`src/rtl/pnsrc_pkg.sv`:
```
package pnsrc_pkg;

    localparam int unsigned NUM_TONE = 3;
    localparam int unsigned NUM_PN   = 7;
    localparam int unsigned IDX_PN7  = 2;

    typedef enum logic [1:0] {
        SRC_PN4  = 2'd0,
        SRC_PN5  = 2'd1,
        SRC_SLOT = 2'd2,
        SRC_OFF  = 2'd3
    } tone_src_e;

    typedef enum logic [1:0] {
        LEN_17 = 2'd0,
        LEN_15 = 2'd1,
        LEN_11 = 2'd2,
        LEN_9  = 2'd3
    } long_len_e;

    typedef struct packed {
        logic      swap;
        long_len_e len;
        logic [1:0] nclk_sel;
    } ctrl_t;

    // register widths, ascending; slots 0..2 are the short ones
    function automatic int pn_width(input int idx);
        case (idx)
            0: return 4;
            1: return 5;
            2: return 7;
            3: return 9;
            4: return 11;
            5: return 15;
            default: return 17;
        endcase
    endfunction

    // second feedback tap (1-based) for a maximal sequence
    function automatic int pn_tap(input int idx);
        case (idx)
            0: return 3;
            1: return 3;
            2: return 6;
            3: return 5;
            4: return 9;
            5: return 14;
            default: return 14;
        endcase
    endfunction

    function automatic int long_idx(input long_len_e len);
        case (len)
            LEN_17: return 6;
            LEN_15: return 5;
            LEN_11: return 4;
            default: return 3;
        endcase
    endfunction

endpackage

```
`src/rtl/pn_lfsr.sv`:
```
module pn_lfsr #(
    parameter int W = 7,
    parameter int T = 6
) (
    input  logic clk,
    input  logic rst,
    input  logic reseed,
    input  logic step,
    output logic msb
);
    localparam logic [W-1:0] SEED = {W{1'b1}};

    logic [W-1:0] state;
    logic         fb;

    assign fb  = state[W-1] ^ state[T-1];
    assign msb = state[W-1];

    always_ff @(posedge clk) begin
        if (rst || reseed) begin
            state <= SEED;
        end else if (state == '0) begin
            state <= SEED;
        end else if (step) begin
            state <= {state[W-2:0], fb};
        end
    end
endmodule

```
`src/rtl/pn_bank.sv`:
```
module pn_bank
    import pnsrc_pkg::*;
(
    input  logic              clk,
    input  logic              rst,
    input  logic              reseed,
    input  logic              step_short,
    input  logic              step_mid,
    input  logic              step_long,
    output logic [NUM_PN-1:0] msb
);
    for (genvar g = 0; g < NUM_PN; g++) begin : g_pn
        logic step_g;
        if (g < IDX_PN7) begin : g_short
            assign step_g = step_short;
        end else if (g == IDX_PN7) begin : g_mid
            assign step_g = step_mid;
        end else begin : g_long
            assign step_g = step_long;
        end

        pn_lfsr #(
            .W(pn_width(g)),
            .T(pn_tap(g))
        ) u_lfsr (
            .clk   (clk),
            .rst   (rst),
            .reseed(reseed),
            .step  (step_g),
            .msb   (msb[g])
        );
    end
endmodule

```
`src/rtl/pn_clksel.sv`:
```
module pn_clksel
    import pnsrc_pkg::*;
(
    input  ctrl_t               ctrl,
    input  logic                stb_fast,
    input  logic                stb_noise_base,
    input  logic [NUM_TONE-1:0] stb_tone,
    input  logic [NUM_TONE-1:0] sync_hold,
    output logic [NUM_TONE-1:0] tone_en,
    output logic                noise_clk,
    output logic                step_short,
    output logic                step_mid,
    output logic                step_long
);
    assign tone_en = stb_tone & ~sync_hold;

    always_comb begin
        case (ctrl.nclk_sel)
            2'd0:    noise_clk = stb_noise_base;
            2'd1:    noise_clk = tone_en[0];
            2'd2:    noise_clk = tone_en[1];
            default: noise_clk = tone_en[2];
        endcase
    end

    assign step_short = stb_fast;
    assign step_mid   = ctrl.swap ? noise_clk : stb_fast;
    assign step_long  = ctrl.swap ? stb_fast  : noise_clk;
endmodule

```
`src/rtl/pn_router.sv`:
```
module pn_router
    import pnsrc_pkg::*;
(
    input  logic                  clk,
    input  logic                  rst,
    input  logic                  osc_rst,
    input  ctrl_t                 ctrl,
    input  logic [2*NUM_TONE-1:0] tone_src,
    input  logic [NUM_TONE-1:0]   tone_en,
    input  logic                  noise_clk,
    input  logic [NUM_PN-1:0]     msb,
    output logic [NUM_TONE-1:0]   tone_pn,
    output logic                  noise_pn
);
    logic long_bit;
    logic slot_bit;
    logic noise_src;

    assign long_bit  = msb[long_idx(ctrl.len)];
    assign slot_bit  = ctrl.swap ? long_bit     : msb[IDX_PN7];
    assign noise_src = ctrl.swap ? msb[IDX_PN7] : long_bit;

    always_ff @(posedge clk) begin
        if (rst || osc_rst) begin
            tone_pn  <= '0;
            noise_pn <= 1'b0;
        end else begin
            for (int i = 0; i < NUM_TONE; i++) begin
                if (tone_en[i]) begin
                    case (tone_src_e'(tone_src[2*i +: 2]))
                        SRC_PN4:  tone_pn[i] <= msb[0];
                        SRC_PN5:  tone_pn[i] <= msb[1];
                        SRC_SLOT: tone_pn[i] <= slot_bit;
                        default:  tone_pn[i] <= 1'b0;
                    endcase
                end
            end
            if (noise_clk) begin
                noise_pn <= noise_src;
            end
        end
    end
endmodule

```
`src/rtl/pn_source.sv`:
```
module pn_source
    import pnsrc_pkg::*;
(
    input  logic       clk,
    input  logic       rst,
    input  logic [4:0] ctrl,
    input  logic [5:0] tone_src,
    input  logic       stb_fast,
    input  logic       stb_noise_base,
    input  logic [2:0] stb_tone,
    input  logic [2:0] sync_hold,
    input  logic       osc_rst,
    output logic [2:0] tone_pn,
    output logic       noise_pn
);
    ctrl_t              ctrl_s;
    logic [NUM_TONE-1:0] tone_en;
    logic               noise_clk;
    logic               step_short;
    logic               step_mid;
    logic               step_long;
    logic [NUM_PN-1:0]  msb;

    assign ctrl_s = ctrl_t'(ctrl);

    pn_clksel u_clksel (
        .ctrl          (ctrl_s),
        .stb_fast      (stb_fast),
        .stb_noise_base(stb_noise_base),
        .stb_tone      (stb_tone),
        .sync_hold     (sync_hold),
        .tone_en       (tone_en),
        .noise_clk     (noise_clk),
        .step_short    (step_short),
        .step_mid      (step_mid),
        .step_long     (step_long)
    );

    pn_bank u_bank (
        .clk       (clk),
        .rst       (rst),
        .reseed    (osc_rst),
        .step_short(step_short),
        .step_mid  (step_mid),
        .step_long (step_long),
        .msb       (msb)
    );

    pn_router u_router (
        .clk      (clk),
        .rst      (rst),
        .osc_rst  (osc_rst),
        .ctrl     (ctrl_s),
        .tone_src (tone_src),
        .tone_en  (tone_en),
        .noise_clk(noise_clk),
        .msb      (msb),
        .tone_pn  (tone_pn),
        .noise_pn (noise_pn)
    );
endmodule

```
`config.mk`:
```
export PLATFORM = sky130hd
export DESIGN_NAME = pn_source
export DESIGN_NICKNAME = d
export VERILOG_FILES = /design/src/rtl/pnsrc_pkg.sv /design/src/rtl/pn_lfsr.sv /design/src/rtl/pn_bank.sv /design/src/rtl/pn_clksel.sv /design/src/rtl/pn_router.sv /design/src/rtl/pn_source.sv
export SDC_FILE = /design/constraint.sdc
export NUM_CORES = 1
export LEC_CHECK = 0
export ABC_CLOCK_PERIOD_IN_PS = 1500
export BUFFER_PORTS_ARGS = -buffer_cell sky130_fd_sc_hd__buf_4
export CAP_MARGIN = 15
export CELL_PAD_IN_SITES_DETAIL_PLACEMENT = 1
export CELL_PAD_IN_SITES_GLOBAL_PLACEMENT = 1
export CORE_MARGIN = 2
export CORE_UTILIZATION = 42
export DETAILED_ROUTE_END_ITERATION = 7
export PLACE_DENSITY = 0.79
export SLEW_MARGIN = 10
export SYNTH_ARGS = -nofsm -noshare
export SYNTH_HDL_FRONTEND = slang
export SYNTH_SLANG_ARGS = --single-unit
```
`constraint.sdc`:
```
create_clock -name clk -period 1.5 [get_ports clk]
set_input_delay 0.075 -clock clk [delete_from_list [all_inputs] [get_ports clk]]
set_output_delay 0.075 -clock clk [all_outputs]
set_load 0.02 [all_outputs]
```
### After elaboration in Yosys (flattened, before gate mapping)

Cells that the tools add are included.

| storage, ports and cells | value |
|---|---|
| register bits after elaboration | 72 |
| output and inout bits | 4 |
| logic and storage cells | 63 |

| cells by class | value |
|---|---|
| magnitude comparators | 1 |
| eq/ne operators | 10 |
| muxes and demuxes | 12 |
| bitwise gates (word level) | 9 |
| reduce and logical (&&, ||, !) cells | 20 |

Operators with widths:

| kind | number |
|---|---|
| $logic_not 17->1 | 1 |
| $logic_not 15->1 | 1 |
| $reduce_or 2->1 | 7 |
| $pmux 1 s3 | 4 |
| $logic_not 11->1 | 1 |
| $eq 2x1->1 const B | 5 |
| $eq 2x2->1 const B | 5 |
| $logic_not 2->1 | 5 |
| $logic_not 9->1 | 1 |
| $pmux 3 s3 | 1 |
| $logic_not 7->1 | 1 |
| $xor 1x1->1 | 7 |
| $mux 1 | 6 |
| $logic_not 5->1 | 1 |
| $logic_not 4->1 | 1 |
| $lt 3x4->1 const B | 1 |
| $and 3x3->3 | 1 |
| $bmux 1 s3 | 1 |
| $not 3->3 | 1 |
| $logic_or 1x1->1 | 1 |

### Depth between registers and ports, before layout

| logic depth | value |
|---|---|
| depth in word-level cells | 7 |
| depth in mapped cells | 7 |
| depth with buffers taken out | 6 |

### Modules after synthesis

Synthesis repeated with hierarchy kept, for this count alone.

| second synthesis, totals | value |
|---|---|
| cell total of the unflattened synthesis | 320 |
| area total of the unflattened synthesis | 3,320.7 µm² |

Modules (own cells, without submodules):

| module | times used | cells each | area an instance (µm²) |
|---|---|---|---|
| pn_lfsr (u_bank.g_pn[6].u_lfsr) | 1 | 84 | 778.2 |
| pn_lfsr (u_bank.g_pn[5].u_lfsr) | 1 | 56 | 663.1 |
| pn_lfsr (u_bank.g_pn[4].u_lfsr) | 1 | 41 | 451.7 |
| pn_lfsr (u_bank.g_pn[3].u_lfsr) | 1 | 34 | 382.9 |
| pn_router | 1 | 34 | 310.3 |
| pn_lfsr (u_bank.g_pn[2].u_lfsr) | 1 | 26 | 280.3 |
| pn_lfsr (u_bank.g_pn[1].u_lfsr) | 1 | 20 | 203.9 |
| pn_lfsr (u_bank.g_pn[0].u_lfsr) | 1 | 18 | 178.9 |
| pn_clksel | 1 | 7 | 71.3 |

### Worst setup path after synthesis

OpenSTA, ideal clock, no wires.

| timing | value |
|---|---|
| path kind | register to register |
| start point | reg u_bank.g_pn[6].u_lfsr.state[16] |
| end point | reg u_bank.g_pn[6].u_lfsr.state[6] |
| library setup time | 63 ps |
| data arrival time | 1,340 ps |
| path slack | 97 ps |
| cell stages (with the launch flop) | 6 |
| cells stage by stage | dfxtp_1 > nor4_1 > nand4_1 > o41a_1 > buf_2 > nand3_1 |

| between the ends | value |
|---|---|
| cells in the longest elaborated chain, start to end | 2 |

Ends and longest elaborated chain:

| what | RTL line | RTL |
|---|---|---|
| from (decl) | pn_lfsr.sv:13 | `logic [W-1:0] state;` |
| from (signal assigned) | pn_lfsr.sv:25 | `state <= {state[W-2:0], fb};` |
| $logic_not 17->1 | pn_lfsr.sv:22 | `end else if (state == '0) begin` |
| $reduce_or 2->1 (no line) | n/a |  |

Every way passes these cells.
A chain may end at the register's enable or synchronous reset.

### Final worst setup path

| timing | value |
|---|---|
| start point | reg u_bank.g_pn[6].u_lfsr.state[3] |
| end point | reg u_bank.g_pn[6].u_lfsr.state[2] |

Same word-level chain as after synthesis.

==> metrics.log <==
[metrics] final critical path time including I/O delays and setup: 1.44 ns
[metrics] layout cells sized above 1: 29.1%
[metrics] final weighted congestion in routability-driven placement: 0.831
[metrics] total negative slack: 0 ns
[metrics] die area: 9340 um^2
[metrics] Chip Height: 96.6 um
[metrics] grt ovf: 0
[metrics] initial cell density of the core: 43.6%
[metrics] clock buffer count from CTS: 9
[metrics] post-DR vias/cell: 5.95
[metrics] Diodes inserted: 0
[metrics] endpoint of the worst hold path: u_router.tone_pn[0]
[metrics] Core Box Area: 8260 um^2
[metrics] total track usage: 22.3%
[metrics] clk_lat worst skew: 0.35 ns
[metrics] most frequent cell after synthesis: nand3_1
[metrics] Fin. Hold Viols: 0
[metrics] detailed placer's ending HPWL: 6600 um
[metrics] Port Buffers: 25
[metrics] first-pass detailed-route iteration total: 4
[metrics] critical path launch point type: register
[metrics] synth cell count leaders: nand3_1, dfxtp_1, o211ai_2, o211ai_1, nand2_1
[metrics] Unique masters post-synth: 35
[metrics] leading register cell type out of synthesis: dfxtp_1
[metrics] hold-critical path depth: 4
[metrics] Buffers & Inverters on Critical Path: 1
[metrics] number of enable-type register cells in the synthesized netlist: 0
[metrics] final antenna-violating net count: 0
[metrics] startpoint-to-endpoint class of the critical path: reg2reg
[metrics] nets in the synthesized netlist: 430
[metrics] Peak VDD IR: 0.557 mV
[metrics] setup repair after global routing missed its margin: yes
[metrics] area added between synthesis and finish: 22.1%
[metrics] category of the worst setup path capture point: register
[metrics] via count of the routed design: 3,318
[metrics] num rows: 33
[metrics] Clock transition at path regs: 0.08 ns
[metrics] Worst slew margin: 67.4%
[metrics] share of flip-flops with an asynchronous set or reset after synthesis: 0%
[metrics] MaxCap Viol Count: 0
[metrics] Total Routed Length: 10,200 um
[metrics] worst min-delay path class: in2reg
[metrics] cell family with the largest share of critical-path delay: simple AND/OR/NAND/NOR gates
[metrics] achievable clock frequency: 693 MHz
[metrics] vias in the first global route: 3,521
[metrics] critical path fanouts, max: 11
[metrics] critical register-to-register path endpoint: u_bank.g_pn[6].u_lfsr.state[2]
[metrics] I/O Pins: 26
[metrics] CP arrival: 1.73 ns
[metrics] fin nets: 473
[metrics] crit share post-route: 96.3%
[metrics] leakage power figure: 1.84 nW
[metrics] series of cell instances along the critical path: nor4_2, nand4_1, o41a_1, buf_6, nand3_1
[metrics] mapped cell area: 3600 um^2
[metrics] area leader, netlist: dfxtp_1
[metrics] CTS Hold Buffers Added: 0
[metrics] flop and latch count out of synthesis: 72
[metrics] TritonCTS clock tree: yes
[metrics] top cell type's share of synthesized area: 40.0%
[metrics] iteration-0 DRC count of the detailed router: 199
[metrics] initial antenna violation count: 0
[metrics] Clock Root Buffer: clkbuf_8
[metrics] Clock Tree Buf Depth: 2
[metrics] areal power density over the cells: 1050 nW/um^2
[metrics] maximum number of pins on one net before global-route repair: 57
[metrics] start of the worst register-to-register path: u_bank.g_pn[6].u_lfsr.state[3]
[metrics] data required time of the worst path: 1.78 ns
[metrics] final setup violation count: 0
[metrics] number of setup buffers added after CTS: 0
[metrics] drt drc: 0
[metrics] R2R setup slack: 0.06 ns
[metrics] Slew @ Worst Pin: 0.489 ns
[metrics] number of synthesis warnings: 0
[metrics] H-tree lvl count: 3
[metrics] clk_skew: 0.0111 ns
[metrics] Max stage delay cell, worst path: o41a_1
[metrics] sequential cell area fraction in the yosys report: 40.0%
[metrics] synthesized area per cell: 8.90 um^2
[metrics] routed wirelength normalized by instance count: 18.3 um
[metrics] launch instance of the worst min-delay path: tone_src[0]
[metrics] Register-to-Register Path Depth: 5
[metrics] highest cell delay on the worst timing path: 0.37 ns
[metrics] first-pass GRT wire length: 17,400 um
[metrics] Util after Layout: 53.3%
[metrics] status: finished, final reports clean
[metrics] Die Span X: 96.6 um
[metrics] largest cells by area after synthesis: dfxtp_1, nand3_1, o211ai_2
[metrics] clock sink total: 72
[metrics] gate count after technology mapping: 405
[metrics] number of pins exceeding their max-slew limit in the final report: 0
[cells by family after synthesis]
| group | Yosys count | synth area share, % |
|---|---|---|
| XOR/XNOR | 6 | 1.46 |
| flip-flops | 72 | 40.0 |
| adder cells (fa/ha/maj) | 3 | 1.04 |
| buffers and inverters | 45 | 6.22 |
| multiplexers | 12 | 3.68 |
| AND/OR/NAND/NOR | 178 | 25.4 |
| AO/OA/AOI/OAI | 89 | 22.2 |
[worst max-delay path by stage]
stage,startpoint,to,slack (ns),depth (start not counted)
2_1_floorplan,u_bank.g_pn[6].u_lfsr.state[16],u_bank.g_pn[6].u_lfsr.state[6],0.1,5
4_1_cts,u_bank.g_pn[6].u_lfsr.state[3],u_bank.g_pn[6].u_lfsr.state[0],0.02,5
3_5_place_dp,sync_hold[0],u_bank.g_pn[3].u_lfsr.state[4],-0.04,6
6_report,u_bank.g_pn[6].u_lfsr.state[3],u_bank.g_pn[6].u_lfsr.state[2],0.06,5
3_3_place_gp,sync_hold[0],u_bank.g_pn[3].u_lfsr.state[4],0.008,6
5_1_grt,u_bank.g_pn[6].u_lfsr.state[16],u_bank.g_pn[6].u_lfsr.state[2],-0.04,5
[layer usage]
metal / track usage (%) / share of wire, %
met1: 27.4 / 44
met2: 39.8 / 52
met3: 2.89 / 2.1
met4: 7.91 / 1.7
met5: 0 / 0
[worst reg2reg max path: stages (launching register included)]
cell and delay (ns):
dfxtp_1 0.33, nor4_2 0.30, nand4_1 0.13, o41a_1 0.37
buf_6 0.17, nand3_1 0.08
[what timing repair did]
action                                  in CTS  in global routing
pin swaps                                    0                  0
gates resized for setup                      1                 11
endpoints found under the setup margin       1                 18
[registers in the layout, summed over array words and instances (netlist names)]
name and cells:
u_bank.g_pn.u_lfsr.state 68, u_router.tone_pn 3, u_router.noise_pn 1
[stage by stage]
step | hold slack, ns | power [mW] | setup slack (ns) | cell area [um^2] | cells
finish | 0.0292 | 4.60 | 0.0562 | 4400 | 558
floorplan | 0.237 | 2.64 | 0.0968 | 3600 | 405
global placement | 0.383 | 2.88 | 0.00754 | 4130 | 542
detailed placement | 0.396 | 2.92 | -0.0427 | 4130 | 542
global route | 0.0322 | 4.82 | -0.0361 | 4400 | 558
CTS | 0.0173 | 4.63 | 0.0215 | 4350 | 558
[area by class of cell]
class	instances	area (um^2)
fill	985	3860
multi-input combinational	288	2000
sequential	72	1450
timing repair buffer	69	576
tap	105	131
clock buffer	9	124
clock inverter	7	96.3
inverter	8	30.0
[power by group]
group | leakage, nW | internal [mW] | switching [mW] | total [mW]
Combinational | 1.15 | 0.379 | 0.472 | 0.850
Clock | 0.101 | 0.935 | 0.762 | 1.70
Sequential | 0.588 | 1.98 | 0.0723 | 2.06
[cells in the final DEF (no fill, tap or decap), types with 2 or more instances in the layout]
cell type	instances
nand3_1	112
dfxtp_1	71
buf_4	63
o211ai_2	34
o211ai_1	22
nand2_1	18
mux2i_1	11
nor2_1	10
a21oi_1	9
clkbuf_8	9
inv_1	8
nor4_1	7
nand2b_1	6
xnor2_1	6
nor3_1	5
and3_1	5
o21ai_0	5
a31oi_1	5
buf_12	4
nand4_1	3
o22ai_1	3
o31ai_1	3
ha_1	3
clkinvlp_4	3
nand2b_4	2
nand3b_1	2
a41oi_1	2
nor2b_1	2
nor4_2	2
bufinv_16	2
buf_6	2
Note: power is estimated with default switching activity, not from simulation.
